File: src/rtl/boot_seq_pkg.sv
package boot_seq_pkg;

  typedef enum logic [3:0] {
    ST_HOLD       = 4'd0,
    ST_WAIT_LINK1 = 4'd1,
    ST_ALIGN      = 4'd2,
    ST_SELFTEST   = 4'd3,
    ST_STATUS     = 4'd4,
    ST_ROMLOAD    = 4'd5,
    ST_WAIT_LINK2 = 4'd6,
    ST_QUIET      = 4'd7,
    ST_RUN        = 4'd8,
    ST_FAILED     = 4'd9
  } seq_state_e;

  typedef struct packed {
    logic st_start;
    logic rom_start;
    logic rom_oe_n;
    logic status;
    logic clk_en;
    logic core_rst;
    logic run;
  } seq_out_t;

  // Output levels that belong to each state (Moore decode).
  function automatic seq_out_t seq_decode(seq_state_e s);
    seq_out_t o;
    o.st_start  = 1'b0;
    o.rom_start = 1'b0;
    o.rom_oe_n  = 1'b1;
    o.status    = 1'b0;
    o.clk_en    = 1'b0;
    o.core_rst  = 1'b1;
    o.run       = 1'b0;
    case (s)
      ST_SELFTEST: begin
        o.st_start = 1'b1;
        o.status   = 1'b1;
      end
      ST_ROMLOAD: begin
        o.rom_start = 1'b1;
        o.rom_oe_n  = 1'b0;
      end
      ST_QUIET: begin
        o.clk_en   = 1'b1;
        o.core_rst = 1'b0;
      end
      ST_RUN: begin
        o.clk_en   = 1'b1;
        o.core_rst = 1'b0;
        o.run      = 1'b1;
      end
      ST_FAILED: o.status = 1'b1;
      default: ;
    endcase
    return o;
  endfunction

endpackage

File: src/rtl/boot_rst_sync.sv
// Synchronizer for the interface reset line with falling-edge detect.
// The chain is deliberately not reset, so a release is never faked by reset.
module boot_rst_sync #(
  parameter int STAGES = 2
) (
  input  logic clk,
  input  logic async_i,
  output logic fall_o
);
  logic [STAGES:0] chain_q;

  always_ff @(posedge clk) begin
    chain_q <= {chain_q[STAGES-1:0], async_i};
  end

  // chain_q[STAGES-1] is the synchronized value, chain_q[STAGES] its prior copy
  assign fall_o = chain_q[STAGES] & ~chain_q[STAGES-1];
endmodule

File: src/rtl/boot_frame_timer.sv
// Free-running framing counter; flags the cycle one frame after a mark.
module boot_frame_timer #(
  parameter int FRAME_CYC = 4
) (
  input  logic clk,
  input  logic hold_i,
  input  logic mark_i,
  output logic hit_o
);
  localparam int FW = (FRAME_CYC > 1) ? $clog2(FRAME_CYC) : 1;
  localparam logic [FW-1:0] LAST = FW'(FRAME_CYC - 1);

  logic [FW-1:0] cnt_q;
  logic [FW-1:0] mark_q;

  always_ff @(posedge clk) begin
    if (hold_i) begin
      cnt_q  <= '0;
      mark_q <= '0;
    end else begin
      cnt_q <= (cnt_q == LAST) ? '0 : cnt_q + 1'b1;
      if (mark_i) mark_q <= cnt_q;
    end
  end

  assign hit_o = (cnt_q == mark_q);
endmodule

File: src/rtl/boot_interval.sv
// Shared down-counter for the status window and the quiet period.
module boot_interval #(
  parameter int PULSE_CYC = 16,
  parameter int QUIET_CYC = 264
) (
  input  logic clk,
  input  logic hold_i,
  input  logic load_i,
  input  logic sel_quiet_i,
  output logic done_o
);
  localparam int MAXC = (QUIET_CYC > PULSE_CYC) ? QUIET_CYC : PULSE_CYC;
  localparam int CW   = $clog2(MAXC + 1);
  localparam logic [CW-1:0] PULSE_LD = CW'(PULSE_CYC - 1);
  localparam logic [CW-1:0] QUIET_LD = CW'(QUIET_CYC - 1);

  logic [CW-1:0] cnt_q;

  always_ff @(posedge clk) begin
    if (hold_i) begin
      cnt_q <= '0;
    end else if (load_i) begin
      cnt_q <= sel_quiet_i ? QUIET_LD : PULSE_LD;
    end else if (cnt_q != '0) begin
      cnt_q <= cnt_q - 1'b1;
    end
  end

  assign done_o = (cnt_q == '0);
endmodule

File: src/rtl/boot_seq_fsm.sv
module boot_seq_fsm
  import boot_seq_pkg::*;
(
  input  logic       clk,
  input  logic       hold_i,
  input  logic       fall_i,
  input  logic       frame_hit_i,
  input  logic       ivl_done_i,
  input  logic       selftest_done_i,
  input  logic       selftest_pass_i,
  input  logic       rom_done_i,
  output logic       frame_mark_o,
  output logic       ivl_load_o,
  output logic       ivl_sel_quiet_o,
  output seq_out_t   out_o,
  output logic       link_rst_o,
  output logic [3:0] state_o
);
  seq_state_e state_q, nxt;
  logic       pass_q;
  seq_out_t   out_q;
  logic       link_q;

  always_comb begin
    nxt             = state_q;
    frame_mark_o    = 1'b0;
    ivl_load_o      = 1'b0;
    ivl_sel_quiet_o = 1'b0;
    case (state_q)
      ST_HOLD:       nxt = ST_WAIT_LINK1;
      ST_WAIT_LINK1: if (fall_i) begin
        nxt          = ST_ALIGN;
        frame_mark_o = 1'b1;
      end
      ST_ALIGN:      if (frame_hit_i) nxt = ST_SELFTEST;
      ST_SELFTEST:   if (selftest_done_i) begin
        nxt        = ST_STATUS;
        ivl_load_o = 1'b1;
      end
      ST_STATUS:     if (ivl_done_i) nxt = pass_q ? ST_ROMLOAD : ST_FAILED;
      ST_ROMLOAD:    if (rom_done_i) nxt = ST_WAIT_LINK2;
      ST_WAIT_LINK2: if (fall_i) begin
        nxt             = ST_QUIET;
        ivl_load_o      = 1'b1;
        ivl_sel_quiet_o = 1'b1;
      end
      ST_QUIET:      if (ivl_done_i) nxt = ST_RUN;
      default:       nxt = state_q;
    endcase
  end

  always_ff @(posedge clk) begin
    if (hold_i) begin
      state_q <= ST_HOLD;
      pass_q  <= 1'b0;
      out_q   <= seq_decode(ST_HOLD);
      link_q  <= 1'b0;
    end else begin
      state_q <= nxt;
      if (state_q == ST_SELFTEST && selftest_done_i) pass_q <= selftest_pass_i;
      out_q   <= seq_decode(nxt);
      link_q  <= (state_q == ST_WAIT_LINK2) && fall_i;
    end
  end

  assign out_o      = out_q;
  assign link_rst_o = link_q;
  assign state_o    = state_q;
endmodule

File: src/rtl/boot_reset_seq.sv
module boot_reset_seq
  import boot_seq_pkg::*;
#(
  parameter int                 SYNC_STAGES = 2,
  parameter int                 FRAME_CYC   = 4,
  parameter int                 PULSE_CYC   = 16,
  parameter int                 QUIET_CYC   = 264,
  parameter int                 ADDR_W      = 16,
  parameter logic [ADDR_W-1:0]  BOOT_ADDR   = 16'h0780
) (
  input  logic              clk,
  input  logic              pwr_good_i,
  input  logic              sys_rst_n_i,
  input  logic              fwd_rst_i,
  input  logic              selftest_done_i,
  input  logic              selftest_pass_i,
  input  logic              rom_done_i,
  output logic              selftest_start_o,
  output logic              rom_load_start_o,
  output logic              rom_oe_n_o,
  output logic              tst_stat_o,
  output logic              link_rst_o,
  output logic              clk_out_en_o,
  output logic              core_rst_o,
  output logic              run_o,
  output logic [ADDR_W-1:0] boot_addr_o,
  output logic [3:0]        state_o
);
  logic     hold;
  logic     fall;
  logic     frame_mark, frame_hit;
  logic     ivl_load, ivl_sel_quiet, ivl_done;
  seq_out_t outs;

  // System reset or a bad supply forces hold synchronously.
  assign hold = ~sys_rst_n_i | ~pwr_good_i;

  boot_rst_sync #(.STAGES(SYNC_STAGES)) sync_i (
    .clk     (clk),
    .async_i (fwd_rst_i),
    .fall_o  (fall)
  );

  boot_frame_timer #(.FRAME_CYC(FRAME_CYC)) frame_i (
    .clk    (clk),
    .hold_i (hold),
    .mark_i (frame_mark),
    .hit_o  (frame_hit)
  );

  boot_interval #(.PULSE_CYC(PULSE_CYC), .QUIET_CYC(QUIET_CYC)) ivl_i (
    .clk         (clk),
    .hold_i      (hold),
    .load_i      (ivl_load),
    .sel_quiet_i (ivl_sel_quiet),
    .done_o      (ivl_done)
  );

  boot_seq_fsm fsm_i (
    .clk             (clk),
    .hold_i          (hold),
    .fall_i          (fall),
    .frame_hit_i     (frame_hit),
    .ivl_done_i      (ivl_done),
    .selftest_done_i (selftest_done_i),
    .selftest_pass_i (selftest_pass_i),
    .rom_done_i      (rom_done_i),
    .frame_mark_o    (frame_mark),
    .ivl_load_o      (ivl_load),
    .ivl_sel_quiet_o (ivl_sel_quiet),
    .out_o           (outs),
    .link_rst_o      (link_rst_o),
    .state_o         (state_o)
  );

  assign selftest_start_o = outs.st_start;
  assign rom_load_start_o = outs.rom_start;
  assign rom_oe_n_o       = outs.rom_oe_n;
  assign tst_stat_o       = outs.status;
  assign clk_out_en_o     = outs.clk_en;
  assign core_rst_o       = outs.core_rst;
  assign run_o            = outs.run;
  assign boot_addr_o      = outs.run ? BOOT_ADDR : '0;
endmodule

File: config.mk
export PLATFORM = sky130hd
export DESIGN_NAME = boot_reset_seq
export DESIGN_NICKNAME = d
export VERILOG_FILES = /design/src/rtl/boot_seq_pkg.sv /design/src/rtl/boot_rst_sync.sv /design/src/rtl/boot_frame_timer.sv /design/src/rtl/boot_interval.sv /design/src/rtl/boot_seq_fsm.sv /design/src/rtl/boot_reset_seq.sv
export SDC_FILE = /design/constraint.sdc
export NUM_CORES = 1
export LEC_CHECK = 0
export ABC_AREA = 0
export BUFFER_PORTS_ARGS = -buffer_cell sky130_fd_sc_hd__buf_4
export CAP_MARGIN = 20
export CORE_ASPECT_RATIO = 1.25
export CORE_MARGIN = 1
export CORE_UTILIZATION = 30
export CTS_CLUSTER_SIZE = 25
export DETAILED_ROUTE_END_ITERATION = 10
export PLACE_DENSITY = 0.52
export REMOVE_ABC_BUFFERS = 1
export SLEW_MARGIN = 20
export SYNTH_ARGS = -nofsm -noshare
export SYNTH_HDL_FRONTEND = slang
export SYNTH_SLANG_ARGS = --single-unit
File: constraint.sdc
create_clock -name clk -period 5 [get_ports clk]
set_input_delay 0.75 -clock clk [delete_from_list [all_inputs] [get_ports clk]]
set_output_delay 0.75 -clock clk [all_outputs]
set_load 0.03 [all_outputs]
==> Yosys cells after proc, flatten, opt, wreduce, memory -nomap -nowiden <==
Cells that the tools add are included.
{ "op_classes": {"n_addsub": 2, "eq_ne": 14, "n_mux": 23, "n_bitwise": 5, "n_reduce_logical": 9} }
{ "ops": {"columns": ["op", "count"], "rows": [
  ["4-bit 2-to-1 mux", 8],
  ["4-bit case mux with 8 select lines", 1],
  ["9-bit 2-to-1 mux", 3],
  ["4-bit by 3-bit equality test with 1-bit output, second input constant", 6],
  ["4-bit by 2-bit equality test with 1-bit output, second input constant", 3],
  ["11-bit 2-to-1 mux", 1],
  ["9-bit zero test", 1],
  ["9-bit nonzero test", 1],
  ["9-bit by 1-bit subtractor with 9-bit output, second input constant", 1],
  ["4-bit equality test, second input constant", 2],
  ["1-bit 2-to-1 mux", 7],
  ["2-bit OR reduction", 3],
  ["4-bit by 1-bit equality test with 1-bit output, second input constant", 1],
  ["4-bit zero test", 1],
  ["2-bit 2-to-1 mux", 2],
  ["1-bit NOT", 3],
  ["2-bit by 1-bit adder with 2-bit output, second input constant", 1],
  ["2-bit equality test", 1],
  ["2-bit equality test, second input constant", 1],
  ["1-bit logical AND", 2],
  ["1-bit case mux with 2 select lines", 1],
  ["2-bit nonzero test", 1],
  ["1-bit bitwise AND", 1],
  ["1-bit OR", 1]
]} }
{ "totals": {"reg_bits": 29, "in_bits": 7, "word_cells": 67} }

==> Longest topological paths before layout <==
Gate-level depths: netlist of run 1.
{ "depth": {"word_depth": 7, "mapped_depth": 7, "ltp_nobuf": 7} }

==> Cells and area by module <==
From an unflattened synthesis of run 1, not the netlist that was laid out.
{ "unflattened": {"hier_cells": 164, "area_unflattened_um2": 1512.7} }
{ "by_module_without_submodules": {"columns": ["module", "instances", "cells_each", "area_each_um2", "seq_area_each_um2"], "rows": [
  ["boot_seq_fsm", 1, 77, 694.4, 260.2],
  ["boot_interval", 1, 51, 462.9, 180.2],
  ["boot_frame_timer", 1, 14, 153.9, 80.1],
  ["boot_reset_seq", 1, 18, 127.6, 0.0],
  ["boot_rst_sync", 1, 4, 73.8, 60.1]
]} }

==> Worst setup path before layout of run 1 <==
Ideal clock, no wire load.
{ "synth_path": {"kind": "reg2reg", "startpoint": "reg fsm_i.state_q[0] (netlist: fsm_i.state_o[0])", "endpoint": "reg fsm_i.out_q (netlist bit fsm_i.out_o[1])", "setup_ps": 121, "t_arrival_ps": 2086, "required_ps": 4879, "slack_ps": 2793, "stages_incl_launch_ff": 7, "period_less_slack_ps": 2207, "path_cell_list": "dfxtp_1 > buf_2 > and2_1 > o21ai_0 > o32a_1 > or4_4 > mux2_4"} }
{ "synth_via": {"elab_chain_len": 5, "elab_cells_between_ends": 20, "cone_classes": "eq/ne (9); mux (9); reduce/logical (2)"} }
{ "synth_rtl": {"columns": ["item", "line", "source"], "rows": [
  ["start: declaration", "boot_seq_fsm.sv:19", "seq_state_e state_q, nxt;"],
  ["start signal: assignment", "boot_seq_fsm.sv:59", "state_q <= nxt;"],
  ["4-bit by 3-bit equality test with 1-bit output (tied with other cells)", "boot_seq_fsm.sv:29", "case (state_q)"],
  ["4-bit case mux with 8 select lines *", "boot_seq_fsm.sv:29", null],
  ["4-bit by 3-bit equality test with 1-bit output / 4-bit equality test (equally long branches)", "boot_seq_pkg.sv:36", "case (s)"],
  ["2-bit OR reduction (no line) *", null, null],
  ["2-bit 2-to-1 mux *", "boot_seq_pkg.sv:36", null],
  ["end signal: assignment", "boot_seq_fsm.sv:56", "out_q <= seq_decode(ST_HOLD);"],
  ["end signal: assignment", "boot_seq_fsm.sv:61", "out_q <= seq_decode(nxt);"],
  ["end: declaration", "boot_seq_fsm.sv:21", "seq_out_t out_q;"]
]} }
Every way passes the cells marked *; elsewhere a longest branch is shown, timed or not.
A chain may end at the register's enable or synchronous reset.

==> Final worst setup path of run 1 <==
{ "layout_path": {"startpoint": "reg ivl_i.cnt_q[0]", "endpoint": "reg fsm_i.out_q (netlist bit fsm_i.out_o[1])"} }
{ "layout_via": {"elab_chain_len": 6, "elab_cells_between_ends": 8, "cone_classes": "eq/ne (2); mux (4); reduce/logical (2)"} }
{ "layout_rtl": {"columns": ["item", "line", "source"], "rows": [
  ["start: declaration", "boot_interval.sv:17", "logic [CW-1:0] cnt_q;"],
  ["start signal: assignment", "boot_interval.sv:23", "cnt_q <= sel_quiet_i ? QUIET_LD : PULSE_LD;"],
  ["start signal: assignment", "boot_interval.sv:25", "cnt_q <= cnt_q - 1'b1;"],
  ["9-bit zero test *", "boot_interval.sv:29", "assign done_o = (cnt_q == '0);"],
  ["4-bit 2-to-1 mux, on equally long branches", "boot_seq_fsm.sv:47, boot_seq_fsm.sv:40", null],
  ["4-bit case mux with 8 select lines *", "boot_seq_fsm.sv:29", null],
  ["4-bit by 3-bit equality test with 1-bit output / 4-bit equality test (equally long branches)", "boot_seq_pkg.sv:36", null],
  ["2-bit OR reduction (no line) *", null, null],
  ["2-bit 2-to-1 mux *", "boot_seq_pkg.sv:36", null]
]} }
Marks and branches as above.

==> results of run 1 <==
cells by family after synthesis:
| kind of cell | after synthesis | synth area share (%) |
|---|---|---|
| other | 1 | 0.2514 |
| adders and majority gates | 3 | 2.517 |
| AOI/OAI and AO/OA | 31 | 13.26 |
| DFF | 29 | 38.93 |
| muxes | 6 | 4.446 |
| buffers and inverters | 28 | 11.16 |
| and+or+nand+nor | 65 | 24.75 |
| xor gates and xnor gates | 8 | 4.698 |
final cells by class:
cell class              count  area (sq um)
inverters                   7         26.28
clock buffers               6         72.57
well taps                  60         75.07
clock inverters             2         10.01
repair buffers             22         165.2
multi-input cells         125         785.8
fillers                   533          3049
flip-flops and latches     29         580.6
path summary, 6_finish.rpt:
kind	start	to	slack, ns	cells after the start
worst max-delay path	ivl_i.cnt_q[0]	fsm_i.out_o[1]	2.68	7
worst min-delay path	sync_i.chain_q[0]	sync_i.chain_q[1]	0.33	0
worst min register to register	sync_i.chain_q[0]	sync_i.chain_q[1]	0.33	0
worst max register to register	ivl_i.cnt_q[0]	fsm_i.out_o[1]	2.68	7
cells in the mapped netlist (all sizes together) (3+ instances only):
cell	n	share of area, %
nor2	21	5.3
a21oi	10	3.4
o21ai	7	2.3
clkbuf	4	1.0
dfxtp	29	39
xnor2	7	4.1
inv	7	1.8
buf	17	8.4
nor4	3	2.3
nor3	3	1.0
mux2i	4	2.7
nand3	8	2.7
ha	3	2.5
nor2b	6	2.5
or4	4	2.3
nand2	9	2.3
report_power, final:
part / switching [mW] / internal, mW
registers: 0.0323 / 0.257
clock network: 0.0866 / 0.0961
logic: 0.166 / 0.141
total: 0.285 / 0.494
state kept, by name, indices dropped and copies added, names as in the netlist:
register / flops
sync_i.chain_q: 3
fsm_i.state_o: 4
frame_i.mark_q: 2
ivl_i.cnt_q: 9
frame_i.cnt_q: 2
fsm_i.out_o: 7
fsm_i.pass_q: 1
fsm_i.link_rst_o: 1
placed cells by master, fill, tap and decap left out, drive strengths merged, types with 2 or more instances in the layout:
cell type,n
mux2,2
nor2b,6
nand3,8
dfxtp,29
ha,3
nor3,3
nor2,21
nand2,9
a21oi,10
o2111ai,2
or4,4
conb,12
a211oi,2
o21ai,7
a31oi,2
clkinv,2
nor4b,2
mux2i,4
o22ai,2
nor4,3
clkbuf,6
xnor2,7
buf,22
and2,2
inv,7
per-layer routing:
| metal | GRT usage, % | up-vias |
|---|---|---|
| met2 | 21.67 | 21 |
| met3 | 4.635 | 8 |
| met4 | 8.043 | 0 |
| met5 | 0 | - |
| met1 | 16.01 | 542 |
| li1 | - | 612 |
stage by stage:
step | worst slack, ns | instances | instance area (sq um) | hold WS, ns
after floorplan | 2.778 | 161 | 1393 | 0.3096
after global placement | 2.742 | 243 | 1633 | 0.3125
after detailed placement | 2.694 | 243 | 1633 | 0.3132
after CTS | 2.669 | 251 | 1715 | 0.3278
after global routing | 2.530 | 251 | 1715 | 0.3327
final | 2.677 | 251 | 1715 | 0.3253
==> summary.md, run 1 <==
| Metric | Value |
|---|---|
| Outcome | finished clean |
| Total Negative Setup Slacks | 0 ns |
| Worst Path Required | 5.17 ns |
| Unrepaired setup endpoints after global routing | false |
| Top delay family on crit path | simple AND/OR/NAND/NOR gates |
| Synthesized area divided by synthesized cell count | 8.722 sq um |
| WL met2 | 1490 um |
| Via-per-instance ratio | 4.713 |
| Overall die height | 80.83 um |
| Share of final-layout standard cells stronger than drive strength 1 | 19.37% |
| Wire length the detailed router placed on met1 | 1399 um |
| Overall power of the completed layout | 0.7788 mW |
| Clk Tree Root Cell | clkbuf_8 |
| Register area share after synthesis | 38.93% |
| Fin Clk Skew | 0.003636 ns |
| Final estimated routing congestion in global placement | 0.7867 |
| Detail-routed net length per standard cell | 12.33 um |
| Antenna violations before repair | 0 |
| Total global routing track utilization | 13.70% |
| Area of the die | 5259 sq um |
| Number of nets in the layout | 200 |
| Arrival time at the worst endpoint | 2.50 ns |
| Pwr dens | 454.0 nW/um^2 |
| Routed WL | 3094 um |
| Total of flip-flops plus latches after synthesis | 29 |
| Post-synth cell types | 45 |
| Top flip-flop cell by instance count after synthesis | dfxtp_1 |
| Yosys warning total | 0 |
| Path type of the worst min-delay path | register to register |
| Chip width | 65.07 um |
| Critical-path maximum fanout | 7 |
| CP bufs+invs | 1 |
| Number of clock sinks seen by CTS | 29 |
| Slew @ Worst Pin | 0.5925 ns |
| Placed wire-length estimate after detailed placement | 2290 um |
| Antenna cell count | 0 |
| Post-route fraction of the period consumed by the critical path | 46.45% |
| Count of cells resized by post-cts repair | 0 |
| Slowest cell delay on critical path | 0.66 ns |
| Worst vdd rail ir drop | 0.1851 mV |
| Critical path cell sequence | inv_1 -> ha_1 -> or4b_2 -> o21ai_1 -> a21oi_1 -> o22ai_2 -> mux2_4 |
| Initial Util | 31.30% |
| Final Util | 36.00% |
| Total I/O pin count | 35 |
| Number of remaining DRC errors | 0 |
| Row count | 28 |
| Count of input and output buffers | 22 |
| Global-route wire length before repair | 5423 um |
| Largest net degree at the start of global routing | 20 |
| Vias in the first global route | 1218 |
| Num CTS Buffers | 5 |
| Worst skew pair latency | 0.28 ns |
| Total count of max-transition violations in the final report | 0 |
| Slowest-stage cell, CP | or4b_2 |
| Startpoint class of the critical path | register |
| Total number of vias | 1183 |
| Async SR Flop Fraction | 0% |
| Area Growth Syn to Fin | 15.02% |
| Hold buffer count at CTS | 0 |
| First-pass detailed-route iteration total | 4 |
| Post-synthesis cell count | 171 |
| Uppermost metal layer occupied by signal nets | met4 |
| Area of the core | 4765 sq um |
| TritonCTS clock tree | built |
| Reported max-cap violation count | 0 |
| Sort of element at the end of the critical path | register |
| Grt total ovfl | 0 |
| Final hold violation count | 0 |
| Static power due to leakage | 0.7124 nW |
| Max Clk Rate | 430.5 MHz |
| Final Critical Period | 2.323 ns |
| Critical Setup Path Class | register to register |
| Count of flip-flops with a built-in enable after synthesis | 0 |
| Netlist Area Pre-Place | 1491 sq um |
| Remaining number of nets flagged by the antenna check after routing | 0 |
| Number of buffers inserted by post-CTS setup repair | 0 |
| Number of setup violations in the final report | 0 |
| Drt initial violations | 38 |
| Clock H-tree levels | 2 |
| Max clock buf depth | 2 |
| Worst slew slack as a fraction of its limit | 60.40% |
| Total met3 wirelength after detailed routing | 130 um |
| Clock transition time at the flip-flop clock pins of the worst setup and hold paths | 0.06 ns |
(Power assumes the default switching activity.)
==> run 2, diff against run 1 <==
--- a/config.mk
+++ b/config.mk
@@ -13,7 +13,7 @@
 export CORE_UTILIZATION = 30
 export CTS_CLUSTER_SIZE = 25
 export DETAILED_ROUTE_END_ITERATION = 10
-export PLACE_DENSITY = 0.52
+export PLACE_DENSITY = 0.53
 export REMOVE_ABC_BUFFERS = 1
 export SLEW_MARGIN = 20
 export SYNTH_ARGS = -nofsm -noshare
==> constraint.sdc (replaced) <==
create_clock -name clk -period 1.9 [get_ports clk]
set_input_delay 0.285 -clock clk [delete_from_list [all_inputs] [get_ports clk]]
set_output_delay 0.285 -clock clk [all_outputs]
set_load 0.03 [all_outputs]
==> run 2 against run 1 <==
Non-clock buffer count grew 47. Core utilization grew 11 points. Final cell count grew 19%. Sequential power grew to 2.6 times the previous value. First-iteration DRC count grew 24%. Global-route usage grew 0.92 points. The flow now finishes with violations (negative setup slack). Count of clock-buffer cells in the layout grew 1. Largest power group unchanged. Power grew to 3.6 times the previous value. Setup slack lost 2.9 ns. Die area is the same.
==> summary.md, run 2 (same netlist as run 1, synthesis figures left out) <==
| Metric | Value |
|---|---|
| Outcome | finished with violations |
| Violated checks | negative setup slack |
| Total number of vias | 1365 |
| GRT Max-Usage Layer | met2 |
| Area after DPL | 1881 sq um |
| Share of final-layout standard cells stronger than drive strength 1 | 42.44% |
| Chip width | 65.07 um |
| Worst skew pair latency | 0.28 ns |
| Post-layout worst setup margin | -0.2034 ns |
| Largest net degree at the start of global routing | 19 |
| Unrepaired setup endpoints after global routing | true |
| Drt initial violations | 47 |
| Post-route cell area | 2242 sq um |
| Clock H-tree levels | 2 |
| Post-route fraction of the period consumed by the critical path | 110.7% |
| Num CTS Buffers | 5 |
| Number of clock sinks seen by CTS | 29 |
| Remaining number of nets flagged by the antenna check after routing | 0 |
| Overall die height | 80.83 um |
| Most common cell after layout, fill and taps aside | buf_4 |
| Total global routing track utilization | 14.62% |
| Via-per-instance ratio | 4.581 |
| Final estimated routing congestion in global placement | 0.7935 |
| TritonCTS clock tree | built |
| Initial Util | 31.30% |
| Arrival time at the worst endpoint | 2.27 ns |
| Clk Tree Root Cell | clkbuf_8 |
| Total count of max-transition violations in the final report | 0 |
| Critical Setup Path Class | register to register |
| Vias in the first global route | 1243 |
| Final hold violation count | 0 |
| CP bufs+invs | 3 |
| Slowest cell delay on critical path | 0.50 ns |
| Fin Clk Skew | 0.009958 ns |
| Max clock buf depth | 2 |
| Detail-routed net length per standard cell | 11.81 um |
| Path type of the worst min-delay path | input pin to register |
| First-pass detailed-route iteration total | 4 |
| Filler cell count in the final layout | 478 |
| Startpoint class of the critical path | register |
| Max reg flops | 9 |
| Total I/O pin count | 35 |
| Critical-path maximum fanout | 3 |
| Row count | 28 |
| Area of the core | 4765 sq um |
| Slowest-stage cell, CP | or4b_4 |
| Hold buffer count at CTS | 0 |
| Commonest cells after routing, fill and taps aside | buf_4, dfxtp_1, nor2_1 |
| Clock transition time at the flip-flop clock pins of the worst setup and hold paths | 0.07 ns |
| Global-route wire length before repair | 5796 um |
| Routing usage on met1 | 16.65% |
| Number of nets in the layout | 247 |
| Reported max-cap violation count | 0 |
| Grt total ovfl | 0 |
| Register with the most flip-flops | ivl_i.cnt_q |
| Antenna violations before repair | 0 |
| Footprint of the flip-flops and latches | 583.1 sq um |
| Routed WL | 3519 um |
| Max Clk Rate | 475.4 MHz |
| Worst Path Required | 2.07 ns |
| Count of input and output buffers | 22 |
| Area Growth Syn to Fin | 50.34% |
| Top delay family on crit path | simple AND/OR/NAND/NOR gates |
| Footprint of the multi-input gates | 904.6 sq um |
| Antenna cell count | 0 |
| Final Util | 47.06% |
| Critical path cell sequence | inv_2 -> ha_4 -> buf_6 -> or4b_4 -> o21ai_4 -> a21oi_2 -> o22ai_2 -> buf_4 -> mux2_4 |
| M2 GR Usage | 25.73% |
| Pwr dens | 1247 nW/um^2 |
| Routing usage on met3 | 4.354% |
| Area of the die | 5259 sq um |
| Sort of element at the end of the critical path | register |
| Final Critical Period | 2.103 ns |
| Worst vdd rail ir drop | 0.4828 mV |
| Static power due to leakage | 0.9916 nW |
| Number of remaining DRC errors | 0 |
| Number of setup violations in the final report | 9 |
| Placed wire-length estimate after detailed placement | 2579 um |
## run 2: repair_timing
action                                  in CTS  in global routing
setup buffers                               11                  6
endpoints found under the setup margin      14                 15
resized for setup                           11                 20
pin swaps                                    4                  8
## run 2: worst reg2reg max path, cell delays in order (launching register included)
cell,delay (ns)
dfxtp_2,0.32
inv_2,0.07
ha_4,0.14
buf_6,0.08
or4b_4,0.50
o21ai_4,0.20
a21oi_2,0.08
o22ai_2,0.17
buf_4,0.15
mux2_4,0.28
## run 2: layout make-up
| cell class | count | share of cell area, % |
|---|---|---|
| multi-input combinational | 125 | 40.35 |
| sequential | 29 | 26.00 |
| timing repair buffer | 69 | 23.94 |
| clock buffer | 7 | 3.850 |
| tap | 60 | 3.348 |
| clock inverter | 1 | 1.339 |
| inverter | 7 | 1.172 |
## run 2: metrics by stage
| step | power [mW] | TNS, ns | instances | hold WS, ns | worst slack, ns |
|---|---|---|---|---|---|
| 5_1_grt | 3.003 | -1.757 | 298 | 0.09275 | -0.2787 |
| 6_report | 2.797 | -0.8151 | 298 | 0.1089 | -0.2034 |
| 3_3_place_gp | 1.789 | -1.054 | 276 | 0.3132 | -0.2271 |
| 4_1_cts | 2.579 | -0.6562 | 294 | 0.09853 | -0.2101 |
| 3_5_place_dp | 1.789 | -1.253 | 276 | 0.3179 | -0.2777 |
| 2_1_floorplan | 1.435 | -0.9548 | 161 | 0.3096 | -0.3223 |
## run 2: worst paths after layout
| check | endpoint | cells past startpoint | startpoint | slack [ns] |
|---|---|---|---|---|
| hold reg to reg | sync_i.chain_q[1] | 0 | sync_i.chain_q[0] | 0.33 |
| hold / removal | sync_i.chain_q[0] | 1 | fwd_rst_i | 0.11 |
| setup / recovery | fsm_i.out_o[1] | 9 | ivl_i.cnt_q[1] | -0.20 |
| setup reg to reg | fsm_i.out_o[1] | 9 | ivl_i.cnt_q[1] | -0.20 |
## run 2: metal layers
layer | up-vias | routed length, um
met1 | 638 | 1580
met5 | - | 0
li1 | 703 | -
met4 | 0 | 37
met3 | 4 | 107
met2 | 20 | 1793
## run 2: power by group
part | switching, mW | total, mW | internal [mW]
combinational | 0.640 | 1.39 | 0.747
sequential | 0.0781 | 0.756 | 0.678
clock | 0.227 | 0.654 | 0.427
==> run 3, diff against run 2 <==
--- a/config.mk
+++ b/config.mk
@@ -5,7 +5,7 @@
 export SDC_FILE = /design/constraint.sdc
 export NUM_CORES = 1
 export LEC_CHECK = 0
-export ABC_AREA = 0
+export ABC_AREA = 1
 export BUFFER_PORTS_ARGS = -buffer_cell sky130_fd_sc_hd__buf_4
 export CAP_MARGIN = 20
 export CORE_ASPECT_RATIO = 1.25
@@ -13,7 +13,7 @@
 export CORE_UTILIZATION = 30
 export CTS_CLUSTER_SIZE = 25
 export DETAILED_ROUTE_END_ITERATION = 10
-export PLACE_DENSITY = 0.53
+export PLACE_DENSITY = 0.48
 export REMOVE_ABC_BUFFERS = 1
 export SLEW_MARGIN = 20
 export SYNTH_ARGS = -nofsm -noshare
==> run 3 against run 2 <==
The flow now finishes without violations. Die area hardly changed. Core utilization shrank 10 points. Cell area fell by 22%.
==> summary.md, run 3 <==
| Metric | Value |
|---|---|
| Setup slack of the most critical reg-to-reg path | 0.25 ns |
| Pwr dens | 1244 nW/um^2 |
| Depth of the worst hold-timing path | 1 |
| Cell types with the largest area share after synthesis | dfxtp_1, nand2_1, buf_4, inv_1, nor2_1 |
| Worst skew pair latency | 0.27 ns |
| Antenna violations before repair | 0 |
| Critical Setup Path Class | register to register |
| Sort of element at the end of the critical path | register |
| Via-per-instance ratio | 4.221 |
| Post-route cell area | 1749 sq um |
| Total count of max-transition violations in the final report | 0 |
| Count of input and output buffers | 22 |
| Most common cell after layout, fill and taps aside | nand2_1 |
| Clock H-tree levels | 2 |
| Chip width | 65.04 um |
| Area Growth Syn to Fin | 17.38% |
| Max reg flops | 9 |
| Num CTS Buffers | 5 |
| Initial Util | 31.28% |
| Area after DPL | 1663 sq um |
| Largest net degree at the start of global routing | 14 |
| Beginning of the critical path | ivl_i.cnt_q[0] |
| Final estimated routing congestion in global placement | 0.8415 |
| Clk Tree Root Cell | clkbuf_8 |
| Async SR Flop Fraction | 0% |
| Register area share after synthesis | 38.96% |
| Area of the core | 4765 sq um |
| Routed WL | 2890 um |
| Detail-routed net length per standard cell | 9.966 um |
| Min-delay src | fwd_rst_i |
| Total of flip-flops plus latches after synthesis | 29 |
| Drt initial violations | 16 |
| Outcome | finished clean |
| Count of cells resized by post-cts repair | 0 |
| Post-route fraction of the period consumed by the critical path | 86.95% |
| Overall die height | 80.80 um |
| Cell with the most instances after synthesis | nand2_1 |
| Proportion of netlist area held by the largest area contributor | 38.96% |
| Critical-path maximum fanout | 8 |
| Endpoint of the most critical register-to-register path | fsm_i.out_o[1] |
| Post-synthesis cell count | 205 |
| Worst slack after detailed placement | 0.2691 ns |
| Hold buffer count at CTS | 0 |
| Top cells by count, synth | nand2_1, dfxtp_1, inv_1, nor2_1, buf_4 |
| Antenna cell count | 0 |
| Cell type with the largest total area after synthesis | dfxtp_1 |
| Commonest cells after routing, fill and taps aside | nand2_1, dfxtp_1, inv_1 |
| Capturing element of the worst setup path | fsm_i.out_o[1] |
| TritonCTS clock tree | built |
| Number of remaining DRC errors | 0 |
| First-pass detailed-route iteration total | 4 |
| Number of nets in the layout | 240 |
| Number of clock sinks seen by CTS | 29 |
| Post-layout worst setup margin | 0.2480 ns |
| Final Critical Period | 1.652 ns |
| Area of the die | 5255 sq um |
| Remaining number of nets flagged by the antenna check after routing | 0 |
| Max Clk Rate | 605.3 MHz |
| Synthesized area divided by synthesized cell count | 7.269 sq um |
| Placed wire-length estimate after detailed placement | 2290 um |
| Launching point of the worst reg2reg path | ivl_i.cnt_q[0] |
| Number of buffers inserted by post-CTS setup repair | 0 |
| Total I/O pin count | 35 |
| Worst-case reg-to-reg path depth | 13 |
| Arrival time at the worst endpoint | 1.82 ns |
| Final hold violation count | 0 |
| Total number of vias | 1224 |
| Worst Path Required | 2.07 ns |
| Post-synth cell types | 28 |
| Top flip-flop cell by instance count after synthesis | dfxtp_1 |
| Total global routing track utilization | 12.56% |
| Startpoint class of the critical path | register |
| Path type of the worst min-delay path | input pin to register |
| Count of flip-flops with a built-in enable after synthesis | 0 |
| Global-route wire length before repair | 5037 um |
| Worst vdd rail ir drop | 0.3744 mV |
| Max clock buf depth | 2 |
| Number of setup violations in the final report | 0 |
| Reported max-cap violation count | 0 |
| Vias in the first global route | 1179 |
| Yosys warning total | 0 |
| Grt total ovfl | 0 |
| Total Negative Setup Slacks | 0 ns |
| Static power due to leakage | 0.8794 nW |
| Clock transition time at the flip-flop clock pins of the worst setup and hold paths | 0.06 ns |
| Register with the most flip-flops | ivl_i.cnt_q |
| Unrepaired setup endpoints after global routing | false |
| Fin Clk Skew | 0.007464 ns |
| Row count | 28 |
| Share of final-layout standard cells stronger than drive strength 1 | 21.74% |
| Netlist Area Pre-Place | 1490 sq um |
==> run 3: layout make-up <==
cell class                 instances  area (sq um)
clock buffer                       7         86.33
fill                             539          3015
inverter                          32         120.1
multi-input combinational        138         706.9
sequential                        29         580.6
tap                               60         75.07
timing repair buffer              24         180.2
==> run 3: critical path: stages, from the launching register on <==
cell and delay, ns:
dfxtp_1 0.29, inv_1 0.11, ha_1 0.18, nand2_1 0.06
nor2_1 0.14, nand2_2 0.14, nand2_1 0.13, nand2_1 0.06
inv_1 0.06, nand3_2 0.07, nand2_2 0.11, nand3_2 0.10
nand2_2 0.08, inv_2 0.03
==> run 3: cells by family after synthesis <==
group,count (synthesis),share of synthesized area [%]
xor+xnor,6,3.526
simple gates,98,31.57
compound gates,19,6.802
buf+inv,49,16.37
other cells,1,0.2516
fa+ha+maj,3,2.519
flops,29,38.96
==> run 3: metrics by stage <==
step                      hold slack [ns]  util (%)  power, mW  cells
final                              0.1121     36.71      2.176    290
after global routing              0.09986     36.71      2.408    290
after CTS                         0.09941     36.71      2.213    290
after detailed placement           0.3147     34.90      1.696    283
after global placement             0.3114     34.90      1.717    283
after floorplan                    0.3096         -      1.535    199
==> run 3: worst min path at each step <==
stage                        end
4_1_cts        sync_i.chain_q[0]
3_3_place_gp   sync_i.chain_q[1]
2_1_floorplan  sync_i.chain_q[1]
6_report       sync_i.chain_q[0]
3_5_place_dp   sync_i.chain_q[1]
5_1_grt        sync_i.chain_q[0]
==> run 3: layer usage <==
metal,global-route usage (%),vias up,routed length (um)
met5,0,-,0
met4,5.217,0,23
met3,2.949,2,87
met2,23.02,21,1491
met1,13.74,545,1287
li1,-,656,-
==> run 3: power by group <==
part / switching, mW / total, mW / internal, mW
Clock: 0.208 / 0.495 / 0.286
Sequential: 0.0387 / 0.737 / 0.698
Combinational: 0.599 / 0.945 / 0.346
